--- src/rtl/ud_cnt_pkg.sv ---
package ud_cnt_pkg;
  typedef enum logic [1:0] {
    OP_HOLD = 2'd0,
    OP_LOAD = 2'd1,
    OP_INC  = 2'd2,
    OP_DEC  = 2'd3
  } cnt_op_e;

  function automatic cnt_op_e decode_op(input logic load_n, input logic par_n,
                                        input logic chain_n, input logic up);
    if (!load_n)               return OP_LOAD;
    else if (!par_n && !chain_n) return up ? OP_INC : OP_DEC;
    else                       return OP_HOLD;
  endfunction
endpackage

--- src/rtl/ud_cnt_tc.sv ---
module ud_cnt_tc #(
  parameter int W = 4
) (
  input  logic [W-1:0] q_i,
  input  logic         up_i,
  input  logic         chain_en_ni,
  output logic         tc_no
);
  logic at_end;
  always_comb begin
    at_end = up_i ? (&q_i) : ~(|q_i);
    tc_no  = ~(~chain_en_ni & at_end);
  end
endmodule

--- src/rtl/ud_cnt_stage.sv ---
module ud_cnt_stage
  import ud_cnt_pkg::*;
#(
  parameter int W = 4
) (
  input  logic         clk_i,
  input  logic         rst_ni,
  input  logic         load_ni,
  input  logic [W-1:0] d_i,
  input  logic         up_i,
  input  logic         par_en_ni,
  input  logic         chain_en_ni,
  output logic [W-1:0] q_o,
  output logic         tc_no
);
  logic [W-1:0] q_q, q_d;
  cnt_op_e      op;

  always_comb begin
    op = decode_op(load_ni, par_en_ni, chain_en_ni, up_i);
    unique case (op)
      OP_LOAD: q_d = d_i;
      OP_INC:  q_d = q_q + W'(1);
      OP_DEC:  q_d = q_q - W'(1);
      default: q_d = q_q;
    endcase
  end

  always_ff @(posedge clk_i or negedge rst_ni) begin
    if (!rst_ni) q_q <= '0;
    else         q_q <= q_d;
  end

  ud_cnt_tc #(.W(W)) i_tc (
    .q_i        (q_q),
    .up_i       (up_i),
    .chain_en_ni(chain_en_ni),
    .tc_no      (tc_no)
  );

  assign q_o = q_q;
endmodule

--- src/rtl/ud_cnt_chain.sv ---
module ud_cnt_chain #(
  parameter int STAGE_W = 4,
  parameter int STAGES  = 3,
  localparam int TOT_W  = STAGE_W * STAGES
) (
  input  logic             clk_i,
  input  logic             rst_ni,
  input  logic             load_ni,
  input  logic [TOT_W-1:0] data_i,
  input  logic             up_i,
  input  logic             par_en_ni,
  input  logic             chain_en_ni,
  output logic [TOT_W-1:0] count_o,
  output logic             term_no
);
  // link[k] is the trickle enable into stage k; link[STAGES] is the chain output
  logic [STAGES:0] link_n;
  assign link_n[0] = chain_en_ni;

  for (genvar k = 0; k < STAGES; k++) begin : g_stage
    ud_cnt_stage #(.W(STAGE_W)) i_stage (
      .clk_i      (clk_i),
      .rst_ni     (rst_ni),
      .load_ni    (load_ni),
      .d_i        (data_i[k*STAGE_W +: STAGE_W]),
      .up_i       (up_i),
      .par_en_ni  (par_en_ni),
      .chain_en_ni(link_n[k]),
      .q_o        (count_o[k*STAGE_W +: STAGE_W]),
      .tc_no      (link_n[k+1])
    );
  end

  assign term_no = link_n[STAGES];
endmodule

--- config.mk ---
export PLATFORM = sky130hd
export DESIGN_NAME = ud_cnt_chain
export DESIGN_NICKNAME = d
export VERILOG_FILES = /design/src/rtl/ud_cnt_pkg.sv /design/src/rtl/ud_cnt_tc.sv /design/src/rtl/ud_cnt_stage.sv /design/src/rtl/ud_cnt_chain.sv
export SDC_FILE = /design/constraint.sdc
export NUM_CORES = 1
export LEC_CHECK = 0
export BUFFER_PORTS_ARGS = -buffer_cell sky130_fd_sc_hd__buf_2
export CAP_MARGIN = 15
export CORE_ASPECT_RATIO = 1.5
export CORE_MARGIN = 3
export CORE_UTILIZATION = 46
export CTS_CLUSTER_DIAMETER = 50
export DETAILED_ROUTE_END_ITERATION = 10
export PLACE_DENSITY = 0.82
export RECOVER_POWER = 25
export SYNTH_ARGS = -nofsm -noshare
export SYNTH_HDL_FRONTEND = slang
export SYNTH_SLANG_ARGS = --single-unit
--- constraint.sdc ---
create_clock -name clk_i -period 2.43 [get_ports clk_i]
set_clock_uncertainty 0.15 [all_clocks]
set_input_delay 0 -clock clk_i [delete_from_list [all_inputs] [get_ports clk_i]]
set_output_delay 0 -clock clk_i [all_outputs]
set_load 0.05 [all_outputs]
* Yosys cells after proc, flatten, opt, wreduce, memory -nomap -nowiden
Index checks and enable logic that the tools add are counted.
** Storage, ports and cells
- Output and inout bits :: 13
- Flip-flop bits (word level) :: 12
- Input bits :: 18
- Word-level logic and storage cells :: 53
** Cells by class
- Mux-type cells :: 13
- Bitwise logic cells :: 8
- Reduce and logical (&&, ||, !) cells :: 14
- $add $sub $neg :: 6
- Equality and inequality tests :: 9
** Operators with widths (number)
- 4-bit case mux with 3 select lines :: 3
- 4-bit by 1-bit adder with 4-bit output (second input constant) :: 3
- 2-bit equality test (second input constant) :: 6
- 2-bit two-way mux :: 6
- 4-bit AND reduction :: 3
- 4-bit OR reduction :: 3
- 4-bit by 1-bit subtractor with 4-bit output (second input constant) :: 3
- 3-bit nonzero test :: 3
- 2-bit by 1-bit equality test with 1-bit output (second input constant) :: 3
- 1-bit inverter :: 5
- 1-bit two-way mux :: 4
- 1-bit AND :: 3
- 1-bit logical AND :: 3
- 1-bit logical NOT :: 2

* Depth between registers and ports, before layout
- Word-level depth :: 10
- Gate-level depth with buffers :: 11
- Depth with buffers taken out :: 10

* Hierarchy
Synthesis repeated with hierarchy kept, for this count alone.
** Second synthesis, totals
- Cells, all modules :: 111
- Area total of the unflattened synthesis :: 975.9 sq um
** By module, submodules not included
- ud_cnt_stage :: cells each 32, area an instance 286.5 sq um, times used 3, sequential area each 100.1 sq um
- ud_cnt_tc :: cells each 5, area an instance 38.8 sq um, times used 3, sequential area each 0.0 sq um

* Worst setup path before layout
No wires, ideal clock.
- Path type :: register -> register
- Start point :: register g_stage[1].i_stage.q_q[1]
- End point :: register g_stage[2].i_stage.q_q[3]
- Buffers on the path :: 0
- Slack :: -0.465 ns
- Clock period less this slack :: 2.895 ns
- Data required time :: 2.209 ns
- Cell stages (with the launch flop) :: 10
- Arrival time :: 2.675 ns
- Setup time :: 0.071 ns
- Cell sequence :: dfrtp_1 or4_4 mux2i_1 nand3_1 inv_1 ha_1 a21o_1 a2111oi_0 o211ai_1 nand3_1
** On the way
- Longest elaborated chain between the ends :: 9
- Elaborated cells between the ends (all ways) :: 13
- Those cells by class :: eq/ne: 3; mux: 4; bitwise: 2; reduce/logical: 4
** Ends and longest elaborated chain
- start: declaration :: line ud_cnt_stage.sv:16 : logic [W-1:0] q_q, q_d;
- start signal: assignment :: line ud_cnt_stage.sv:31 : else q_q <= q_d;
- 4-bit OR reduction :: line ud_cnt_tc.sv:11 : at_end = up_i ? (&q_i) : ~(|q_i);
- 1-bit inverter :: line ud_cnt_tc.sv:11
- 1-bit two-way mux * :: line ud_cnt_tc.sv:11
- 1-bit AND * :: line ud_cnt_tc.sv:12 : tc_no = ~(~chain_en_ni & at_end);
- 1-bit logical AND * :: line ud_cnt_pkg.sv:12 : else if (!par_n && !chain_n) return up ? OP_INC : OP_DEC;
- 2-bit two-way mux * :: line ud_cnt_pkg.sv:12
- 2-bit two-way mux * :: line ud_cnt_pkg.sv:11 : if (!load_n) return OP_LOAD;
- 2-bit equality test or 2-bit by 1-bit equality test with 1-bit output (tied branches) :: line ud_cnt_stage.sv:21 : unique case (op)
- 4-bit case mux with 3 select lines or 3-bit nonzero test (tied branches)
- end signal: assignment :: line ud_cnt_stage.sv:31
- end: declaration :: line ud_cnt_stage.sv:16
Every way passes the cells marked *; elsewhere a longest branch is shown, timed or not.
A chain may end at the register's enable or synchronous reset.

* Final worst setup path
- Start point :: register g_stage[1].i_stage.q_q[3]
- End point :: register g_stage[2].i_stage.q_q[3]
Same word-level chain as after synthesis.

==> metrics.csv <==
stage,metric,value,unit
floorplanning,fp.dieArea,0.002964,mm2
power_and_ir_drop,ir_worst_vdd,306.4,uV
final_layout,final_nets,212,
grt,grt_overflow,0,
detailed_routing,firstDrtPassIters,4,
clock_network,clock_sinks,12,
worst_hold_path,hold_end,g_stage[2].i_stage.q_o[3],
worst_hold_path,whs_path_depth,4,
clock_network,numCtsBuffers,3,
critical_path,start_kind,flip-flop,
clock_network,cts_tree,built,
critical_path,slowest_stage,or4_4,
detailed_routing,wl_per_cell,16.09,um
place,routabilityCongestion,0.8523,
floorplanning,die_y,65.20,um
critical_path,r2r_end,g_stage[2].i_stage.q_o[3],
final_layout,layout_commonest_cell,buf_2,
timing,clock.fmax,396.7,MHz
detailed_routing,drc_errors,0,
run_status,violations,negative setup slack,
floorplanning,rows,20,
clock_network,clk_latency,280,ps
worst_hold_path,hp-class,in -> reg,
clock_network,clockBufferDepth,2,
power_and_ir_drop,power.total,0.0007684,W
place,dpl-instance-area,0.001384,mm2
detailed_routing,vias,1207,
timing,fin_tns_setup,-90.92,ps
clock_network,cts_htree_levels,1,
floorplanning,die_x,45.47,um
synthesis,ys_warn_count,0,
critical_path,worst_r2r_path_depth,9,
critical_path,cp_slowest_stage_delay,560,ps
synthesis,synth.cell_area,0.001075,mm2
timing,setup_viol,1,
run_status,status,"complete, but fails checks",
critical_path,crit_arrival,2590,ps
timing,slew_headroom,59.96,%
final_layout,antennaDiodeCount,0,
clock_network,clkTransAtPathRegs,80,ps
grt,grt_pass1_wl,5437,um
critical_path,r2r_slack,-90,ps
timing,rsz0062_at_grt,yes,
synthesis,seq_area_frac_synth,27.94,%
grt,grt_pass1_vias,1189,
final_layout,largest_reg_flops,12,
synthesis,synth_nets,153,
synthesis,syn_area_per_cell,8.530,um2
floorplanning,placeableCoreArea,0.002127,mm2
synthesis,ys_ff_latch,12,
synthesis,ys_types,40,
place,dp_worst_setup_slack,-107.8,ps
place,numPortBuffers,30,
timing,fin_crit,2521,ps
timing,tightest_slew,603.1,ps
grt,track_usage,24.85,%
critical_path,path_class,reg -> reg,
timing,slew_viol_final,0,
critical_path,worstPathMaxFanout,2,
grt,antenna_found_initial,0,
floorplanning,ios,31,
power_and_ir_drop,power_leakage,0.7146,nW
critical_path,end_kind,flip-flop,
final_layout,fin_area,0.001610,mm2
timing,hold_viol,0,
timing,timing.final.crit_share,103.7,%
place,hpwl,2317,um
final_layout,fillCellCount,172,
synthesis,syn_inst,126,
critical_path,r2r-start,g_stage[1].i_stage.q_o[3],
detailed_routing,ant_nets,0,
detailed_routing,avgViaCountPerCell,5.859,
detailed_routing,postRouteWirelength,3315,um
power_and_ir_drop,power.density,477.2,mW/mm2
timing,setup_slack,-90.92,ps
run,max-cap-violations,0,
worst_hold_path,min_from,load_ni,
critical_path,critical_path.cell_chain,or4_4 > mux2i_4 > nand3_2 > inv_2 > ha_4 > a21o_1 > a2111oi_4 > o211ai_1 > nand3_1,
critical_path,critPathRequiredTime,2490,ps
final_layout,mostFrequentLayoutCells,"buf_2, buf_4, dlygate4sd3_1",
final_layout,area_growth,49.82,%
detailed_routing,drt_iter0_markers,50,
floorplanning,start_util,50.53,%
grt,grt_max_degree,28,
final_layout,drive_above_1_share,35.33,%
final_layout,final_util,75.71,%
clock_network,cts_root_buf,clkbuf_4,
[cells in the mapped netlist]
| master | instances | share of area [%] |
|---|---|---|
| nor3_1 | 1 | 0.47 |
| nand2_1 | 11 | 3.8 |
| ha_1 | 6 | 7.0 |
| clkbuf_1 | 2 | 0.70 |
| a21o_1 | 2 | 1.4 |
| o221ai_1 | 1 | 0.82 |
| nand4b_1 | 1 | 0.82 |
| nor4_2 | 1 | 1.2 |
| a31oi_1 | 5 | 2.9 |
| nand2b_1 | 1 | 0.58 |
| mux2_4 | 1 | 1.4 |
| nand4_1 | 4 | 2.3 |
| nor2_1 | 8 | 2.8 |
| or3_1 | 1 | 0.58 |
| nor4bb_1 | 1 | 0.93 |
| mux4_2 | 1 | 2.1 |
| or4_1 | 1 | 0.70 |
| xnor2_1 | 5 | 4.1 |
| nor2b_1 | 2 | 1.2 |
| a22o_1 | 1 | 0.82 |
| a21oi_1 | 6 | 2.8 |
| a211oi_1 | 2 | 1.4 |
| buf_1 | 2 | 0.70 |
| or4_4 | 1 | 1.0 |
| mux2i_1 | 2 | 1.9 |
| fa_1 | 3 | 5.6 |
| mux2_2 | 2 | 2.1 |
| o21ai_0 | 6 | 2.8 |
| nand3b_1 | 1 | 0.70 |
| a211o_1 | 1 | 0.82 |
| o211ai_1 | 2 | 1.4 |
| buf_2 | 1 | 0.47 |
| dfrtp_1 | 12 | 28 |
| inv_1 | 12 | 4.2 |
| a311oi_1 | 1 | 0.82 |
| or2_2 | 1 | 0.58 |
| nand3_1 | 9 | 4.2 |
| a22oi_1 | 1 | 0.70 |
| and3_1 | 3 | 1.7 |
| a2111oi_0 | 2 | 1.6 |
[critical path: cells and delay by family, from the launching register on]
kind / cells / cell delay, ps
AOI/OAI and AO/OA: 3 / 650
adders and majority gates: 1 / 200
buffers and inverters: 1 / 110
DFF: 1 / 410
muxes: 1 / 170
and+or+nand+nor: 3 / 760
[metrics by stage]
| step | std cells | hold slack (ps) |
|---|---|---|
| 2_1_floorplan | 126 | -445.6 |
| 3_3_place_gp | 184 | -252.7 |
| 3_5_place_dp | 184 | -254.6 |
| 4_1_cts | 204 | 42.18 |
| 5_1_grt | 206 | 61.66 |
| 6_report | 206 | 30.76 |
[timing repair]
action,in CTS,in global routing
setup endpoints to repair,3,4
hold buffers,14,0
gates resized for setup,1,4
pin swaps,5,2
endpoints found under the hold margin,24,0
buffers inserted,2,2
cloned,0,0
[layout make-up]
class	instances	area [um2]	share of cell area [%]
Clock buffer	4	36.28	2.253
Inverter	12	45.04	2.797
Multi-Input combinational cell	97	799.5	49.65
Sequential cell	12	307.8	19.11
Tap cell	22	27.53	1.709
Timing Repair Buffer	59	394.1	24.48
[power by group]
group          switching [W]  internal, W  leakage [nW]
Clock              0.0000711    0.0000912        0.0210
Combinational       0.000210     0.000137         0.563
Sequential         0.0000337     0.000225         0.131
Total               0.000315     0.000453         0.715
[per-layer routing]
metal / up-vias / wire (um) / share of wire (%) / GRT usage [%]
met5: - / 0 / 0 / 0
met3: 9 / 180 / 5.4 / 3.562
met1: 578 / 1280 / 39 / 31.25
met4: 0 / 89 / 2.7 / 10.26
met2: 44 / 1764 / 53 / 40.91
li1: 576 / - / - / -
[how the worst max path moves through the flow]
stage	slack (ps)	to	cells past startpoint	from
global placement	40	g_stage[2].i_stage.q_o[3]	9	g_stage[1].i_stage.q_o[3]
CTS	-70	g_stage[2].i_stage.q_o[3]	9	g_stage[1].i_stage.q_o[3]
global route	-130	g_stage[2].i_stage.q_o[3]	9	g_stage[1].i_stage.q_o[3]
detailed placement	-110	g_stage[2].i_stage.q_o[3]	9	g_stage[1].i_stage.q_o[3]
finish	-90	g_stage[2].i_stage.q_o[3]	9	g_stage[1].i_stage.q_o[3]
floorplan	-150	g_stage[2].i_stage.q_o[3]	9	g_stage[1].i_stage.q_o[3]
[cell families (layout without fill, tap and decap cells)]
| family | after synthesis | after routing | synth area share (%) |
|---|---|---|---|
| buf+inv | 17 | 75 | 6.053 |
| flops | 12 | 12 | 27.94 |
| mux | 6 | 6 | 7.450 |
| simple gates | 47 | 47 | 23.63 |
| fa+ha+maj | 9 | 9 | 12.57 |
| xor+xnor | 5 | 5 | 4.074 |
| compound gates | 30 | 30 | 18.28 |
Power figures use the tool's default switching activity.
